File: src/rtl/clk_rate_pkg.sv
package clk_rate_pkg;
  localparam int unsigned FAST_DIV  = 6;
  localparam int unsigned SLOW_DIV  = 12;
  localparam int unsigned NUM_PERIPH = 5;
  localparam int unsigned CTRL_W    = NUM_PERIPH + 1;
  localparam int unsigned BUS_W     = 8;
  localparam int unsigned GLOBAL_BIT = 0;
endpackage

File: src/rtl/rate_ctrl_reg.sv
module rate_ctrl_reg #(
  parameter int unsigned CTRL_W = clk_rate_pkg::CTRL_W,
  parameter int unsigned BUS_W  = clk_rate_pkg::BUS_W
) (
  input  logic              clk,
  input  logic              rst_n,
  input  logic              cfg_fast,
  input  logic              wr_en,
  input  logic [BUS_W-1:0]  wr_data,
  output logic [CTRL_W-1:0] ctrl
);
  always_ff @(posedge clk) begin
    if (!rst_n) begin
      ctrl <= {{(CTRL_W-1){1'b0}}, cfg_fast};
    end else if (wr_en) begin
      ctrl <= wr_data[CTRL_W-1:0];
    end
  end
endmodule

File: src/rtl/tick_div.sv
module tick_div #(
  parameter int unsigned FAST_DIV = clk_rate_pkg::FAST_DIV,
  parameter int unsigned SLOW_DIV = clk_rate_pkg::SLOW_DIV
) (
  input  logic clk,
  input  logic rst_n,
  input  logic rst_fast,
  input  logic fast_req,
  output logic tick
);
  localparam int unsigned CW = $clog2(SLOW_DIV);
  localparam logic [CW-1:0] FAST_LIM = CW'(FAST_DIV - 1);
  localparam logic [CW-1:0] SLOW_LIM = CW'(SLOW_DIV - 1);

  logic [CW-1:0] cnt;
  logic          fast_q;
  logic [CW-1:0] lim;

  assign lim  = fast_q ? FAST_LIM : SLOW_LIM;
  assign tick = (cnt == lim);

  // The rate is latched only at the wrap, so a period is never cut short.
  always_ff @(posedge clk) begin
    if (!rst_n) begin
      cnt    <= '0;
      fast_q <= rst_fast;
    end else if (tick) begin
      cnt    <= '0;
      fast_q <= fast_req;
    end else begin
      cnt <= cnt + 1'b1;
    end
  end
endmodule

File: src/rtl/clk_rate_sel.sv
module clk_rate_sel
  import clk_rate_pkg::*;
(
  input  logic                  clk,
  input  logic                  rst_n,
  input  logic                  cfg_fast,
  input  logic                  wr_en,
  input  logic [BUS_W-1:0]      wr_data,
  output logic [BUS_W-1:0]      rd_data,
  output logic                  cpu_tick,
  output logic [NUM_PERIPH-1:0] per_tick
);
  logic [CTRL_W-1:0] ctrl;
  logic              glob;

  rate_ctrl_reg #(.CTRL_W(CTRL_W), .BUS_W(BUS_W)) u_reg (
    .clk(clk), .rst_n(rst_n), .cfg_fast(cfg_fast),
    .wr_en(wr_en), .wr_data(wr_data), .ctrl(ctrl)
  );

  assign glob    = ctrl[GLOBAL_BIT];
  assign rd_data = {{(BUS_W-CTRL_W){1'b0}}, ctrl};

  tick_div #(.FAST_DIV(FAST_DIV), .SLOW_DIV(SLOW_DIV)) u_cpu_div (
    .clk(clk), .rst_n(rst_n), .rst_fast(cfg_fast),
    .fast_req(glob), .tick(cpu_tick)
  );

  // Peripheral selects: set bit means slow, and counts only under the global bit.
  // After reset every peripheral select is clear, so each divider starts at cfg_fast.
  for (genvar i = 0; i < NUM_PERIPH; i++) begin : g_per
    tick_div #(.FAST_DIV(FAST_DIV), .SLOW_DIV(SLOW_DIV)) u_div (
      .clk(clk), .rst_n(rst_n), .rst_fast(cfg_fast),
      .fast_req(glob & ~ctrl[i+1]), .tick(per_tick[i])
    );
  end
endmodule

File: config.mk
export PLATFORM = sky130hd
export DESIGN_NAME = clk_rate_sel
export DESIGN_NICKNAME = d
export VERILOG_FILES = /design/src/rtl/clk_rate_pkg.sv /design/src/rtl/rate_ctrl_reg.sv /design/src/rtl/tick_div.sv /design/src/rtl/clk_rate_sel.sv
export SDC_FILE = /design/constraint.sdc
export NUM_CORES = 1
export LEC_CHECK = 0
export ABC_AREA = 1
export BUFFER_PORTS_ARGS = -buffer_cell sky130_fd_sc_hd__buf_2
export CORE_MARGIN = 2
export CORE_UTILIZATION = 55
export DETAILED_ROUTE_END_ITERATION = 12
export PLACE_DENSITY = 0.87
export SLEW_MARGIN = 10
export SYNTH_ARGS = -nofsm -noshare
export SYNTH_HDL_FRONTEND = slang
export SYNTH_SLANG_ARGS = --single-unit
File: constraint.sdc
create_clock -name clk -period 1.1 [get_ports clk]
set_input_delay 0.11 -clock clk [delete_from_list [all_inputs] [get_ports clk]]
set_output_delay 0.11 -clock clk [all_outputs]
set_load 0.03 [all_outputs]
After elaboration in Yosys (flattened, before gate mapping)
Cells that the tools add are included.

operators by class
  $add $sub $neg = 6
  eq/ne operators = 13
  muxes and demuxes = 20
  bitwise gates (word level) = 11
  reduce and logical (&&, ||, !) cells = 6

operator list
  cell                                                   count
  adder 4 x 1 -> 4 bit, second input constant            6
  equality test 4 bit                                    6
  two-way mux 4 bit                                      6
  two-way mux 1 bit                                      14
  inequality test 2 x 1 -> 1 bit, second input constant  7
  OR reduction 2 bit                                     6
  NOT 1 bit                                              6
  bitwise AND 1 bit                                      5

word-level totals
  register bits = 36
  input port bits = 12
  output and inout port bits = 14
  word-level logic and storage cells = 70

Longest topological paths before layout
  depth in word-level cells = 4
  mapped depth = 6
  mapped depth without buffers = 6

Hierarchy
Synthesis repeated with hierarchy kept, for this count alone.

unflattened totals
  cell total of the unflattened synthesis = 209
  area total of the unflattened synthesis = 1760.4 um^2

modules (own cells, without submodules)
  module         instances  cells an instance  area each (um^2)  sequential area each (um^2)
  tick_div       6          27                 239.0             110.1
  rate_ctrl_reg  1          38                 272.8             130.1
  clk_rate_sel   1          9                  53.8              0.0

Least setup slack after synthesis
OpenSTA, ideal clock, no wires.

  kind = reg-to-reg
  start point = reg u_cpu_div.cnt[0]
  end point = reg u_cpu_div.fast_q (enable)
  setup time = 312 ps
  arrival time = 709 ps
  required time = 788 ps
  setup slack = 79 ps
  cell stages (with the launch flop) = 4
  buffers on the path = 0
  period minus slack after synthesis = 1021 ps
  cells stage by stage = dfxtp_1 nand2_1 nand3b_1 nand3_1

on the way
  word-level cells in the longest chain between the ends = 2

ends and longest elaborated chain
  element                                   line            text
  start, declared                           tick_div.sv:15  logic [CW-1:0] cnt;
  start signal, assigned                    tick_div.sv:31  cnt <= cnt + 1'b1;
  equality test 4 bit                       tick_div.sv:20  assign tick = (cnt == lim);
  inequality test 2 x 1 -> 1 bit (no line)  -
  end signal, assigned                      tick_div.sv:26  fast_q <= rst_fast;
  end signal, assigned                      tick_div.sv:29  fast_q <= fast_req;
  end, declared                             tick_div.sv:16  logic fast_q;

No other way between the ends.
A chain may end at the register's enable or synchronous reset.

Final worst setup path
  start point = reg u_cpu_div.fast_q
  end point = out cpu_tick

on the way
  word-level cells in the longest chain between the ends = 2

ends and longest elaborated chain
  element              line                text
  two-way mux 4 bit    tick_div.sv:19      assign lim = fast_q ? FAST_LIM : SLOW_LIM;
  equality test 4 bit  tick_div.sv:20
  end, declared        clk_rate_sel.sv:10  output logic cpu_tick,

No other way between the ends.

==> summary by stage <==
Status
The run finished, with violations left. The final reports fail on setup timing.

Cells and area
The final antenna diode count is 0. Relative to the synthesized area, the layout overhead comes to 30.3%. After filler insertion, the fill cell instance count of the layout stands at 205. Cells fill 75.8% of the core in the end. The layout net count is 259. Of the cells placed in the final design, the portion with a size suffix greater than 1 is 33.5%.

Clocking
The clock tree from TritonCTS is yes. The clock-pin slew on the worst setup and hold paths is 0.10 ns. In this run, CTS created clock tree buffers numbering 5. The number of buffers between clock root and the deepest sink is 2.

In this run the number of H-tree levels came out at 2. CTS saw 36 sinks. The root buffer cell chosen for the clock tree is sky130_fd_sc_hd__clkbuf_4. The clock reaches the later pin of the worst-skew pair after 0.34 ns.

Worst hold path
The startpoint of the worst hold path is wr_data[5]. The worst hold endpoint is u_reg.ctrl[5]. The class of the tightest hold or removal check is in -> reg. The number of cells on the worst hold path is 3.

Timing
The fmax is 709 MHz. Subtracting the final worst setup slack from the clock period gives 1.41 ns. Setup repair after global routing could not meet its margin everywhere. The setup clock skew after layout is 0.00760 ns. The number of pins exceeding their max-slew limit in the final report is 0. In the post-route analysis, the smallest setup slack over all paths is -0.311 ns. The number of setup violations in the final report is 21. The total count of hold-check failures in the final report is 0. The final clock period utilization by the worst path is 128%.

Drt
The via count normalized by instance count is 4.85. The DRC violation count after routing is 0. The average wire per cell in the routed design is 12.5 um. The residual antenna-violating net count after detailed routing is 0. Detailed routing inserted a total of 1323 vias. The routed wire length is 3420 um.

The detailed router finished its first iteration with 37 violations. For this run, the detailed router's first-pass iteration total came to 5.

Synthesis
The cell area that synthesis handed to floorplanning was 1600 um2. The post-synthesis instance total is 201. In the synthesized netlist the async set-or-reset flop fraction comes to 0%.

By area the synthesized netlist is led by sky130_fd_sc_hd__dfxtp_1, sky130_fd_sc_hd__edfxtp_1, sky130_fd_sc_hd__nor2_1, sky130_fd_sc_hd__nand2_1, sky130_fd_sc_hd__inv_1. The commonest register cell after synthesis is sky130_fd_sc_hd__dfxtp_1. sky130_fd_sc_hd__nor2_1 is the most common cell in the netlist. Yosys mapped a number of flops with a built-in enable equal to 7. During synthesis, Yosys emitted a total of 0 warnings.

sky130_fd_sc_hd__dfxtp_1 takes more of the synthesized area than any other cell. In this run, distinct cell masters in the synthesized netlist total 15. Sorting the synthesized cells by how often they occur yields sky130_fd_sc_hd__nor2_1, sky130_fd_sc_hd__nand2_1, sky130_fd_sc_hd__inv_1. The share of Yosys cell area claimed by the top area cell type is 36.2%. The average instance area after synthesis is 7.98 um2. The register bit total from synthesis is 36. The fraction of the yosys area taken by sequential cells is 49.3%.

Floorplanning
The placeable core area is 2760 um2. The die area is 3360 um2. The floorplan has 19 rows. The effective utilization at floorplan is 58.2%. The count of boundary I/O pins is 26. The die is 58.0 um tall.

The x dimension of the die is 58.0 um.

GRT
Entering global routing, the biggest net connects 11 pins. The total track usage is 21.3%. The number of global-route vias before repair is 1303. Global routing finished with a remaining overflow of 0. The number of antenna violations at the first check in global routing is 0. The wire length of the first global-routing pass is 5270 um.

Worst setup path
Of all nets on the critical path, the largest fanout is 2. The worst setup path is launched from a flop. The worst register-to-register path ends at g_per[0].u_div.fast_q.

The startpoint of the worst register-to-register path is g_per[0].u_div.fast_q. The critical path is of the reg -> out type. The slack of the worst reg-to-reg path is -0.07 ns. STA puts the critical path data required time at 0.99 ns. The element type at the critical path end is an output pin.

Counting cells, the worst reg-to-reg path comes to 6. The timing startpoint of the critical path is u_cpu_div.fast_q. Data arrives at the worst endpoint at 1.30 ns.

Run
Max-cap violations in this run came to 0.

Power and ir drop
Power spread over the standard cell area amounts to 1290 nW/um2. The static leakage power is 1.00 nW. After layout, the design draws a total of 0.00270 W. The maximum resistive drop on vdd is 1280 uV.

Place
In this run the tool buffered the top-level ports with 21 buffer cells. The placer's final routability congestion estimate is 0.772. The HPWL after detailed placement is 2110 um.
==> cells by family after synthesis <==
family / synth area share (%)
xor gates and xnor gates: 6.55
DFF: 49.3
buffers and inverters: 11.5
and+or+nand+nor: 24.6
other: 0.234
AOI/OAI and AO/OA: 3.12
adders and majority gates: 4.68
==> how the worst max path moves through the flow <==
stage | endpoint | slack, ns | cells after the start
2_1_floorplan | u_cpu_div.fast_q | 0.08 | 3
3_3_place_gp | g_per[3].u_div.fast_q | 0.08 | 5
3_5_place_dp | u_cpu_div.fast_q | 0.02 | 4
4_1_cts | per_tick[3] | -0.21 | 6
5_1_grt | cpu_tick | -0.37 | 4
6_report | cpu_tick | -0.31 | 4
==> area by class of cell <==
type	count	area, um2	area share, %
Clock buffer	8	58.8	2.81
Inverter	31	116	5.57
Multi-Input combinational cell	126	731	35.0
Sequential cell	36	811	38.8
Tap cell	31	38.8	1.86
Timing Repair Buffer	41	334	16.0
==> cells in the final DEF, fill, tap and decap left out, types with 5 or more instances in the layout <==
cell	instances
sky130_fd_sc_hd__ha_1	6
sky130_fd_sc_hd__inv_1	27
sky130_fd_sc_hd__dfxtp_1	19
sky130_fd_sc_hd__xor2_1	6
sky130_fd_sc_hd__edfxtp_1	7
sky130_fd_sc_hd__clkbuf_4	5
sky130_fd_sc_hd__dfxtp_2	7
sky130_fd_sc_hd__buf_4	8
sky130_fd_sc_hd__o21ai_0	10
sky130_fd_sc_hd__xnor2_1	6
sky130_fd_sc_hd__nand2_1	36
sky130_fd_sc_hd__nor2_1	28
sky130_fd_sc_hd__nor2_2	11
sky130_fd_sc_hd__buf_6	15
sky130_fd_sc_hd__nand3_1	6
sky130_fd_sc_hd__buf_2	15
==> per-stage QoR <==
step           setup slack, ns  hold slack (ns)  setup TNS (ns)  instance area (um2)  std cells
5_1_grt                 -0.375          0.00325           -3.50                 2090        273
6_report                -0.311          0.00879           -1.85                 2090        273
4_1_cts                 -0.205         0.000234           -1.65                 2010        274
2_1_floorplan           0.0793            0.245               0                 1610        202
3_3_place_gp            0.0802            0.334               0                 1740        253
3_5_place_dp            0.0200            0.353               0                 1740        253
==> power by group <==
group	switching, W	internal (W)
clock network	0.000419	0.000315
registers	0.0000901	0.00145
logic	0.000236	0.000187
total	0.000745	0.00195
==> critical path: stages, from the launching register on <==
cell	delay, ns
sky130_fd_sc_hd__edfxtp_1	0.42
sky130_fd_sc_hd__nor2_1	0.13
sky130_fd_sc_hd__nand3b_1	0.16
sky130_fd_sc_hd__nand2_1	0.12
sky130_fd_sc_hd__buf_6	0.13
==> sequential cells by signal (all words and copies together), names as in the netlist <==
signal / count
g_per.u_div.cnt: 20
g_per.u_div.fast_q: 5
u_cpu_div.cnt: 4
u_cpu_div.fast_q: 1
u_reg.ctrl: 6
==> metal layers <==
layer	track usage [%]	vias up	wire length, um
li1	-	680	-
met1	21.7	606	1380
met2	38.0	28	1800
met3	7.59	9	155
met4	11.0	0	87
met5	0	-	0
==> what timing repair did <==
item                                    4_1_cts  5_1_grt
gates resized for setup                      36       28
setup buffers                                10        1
hold buffers                                  3        0
endpoints found under the hold margin         3        0
endpoints found under the setup margin        6       30
pin swaps                                     8        3
No activity file was read; power rests on OpenSTA's default activity.
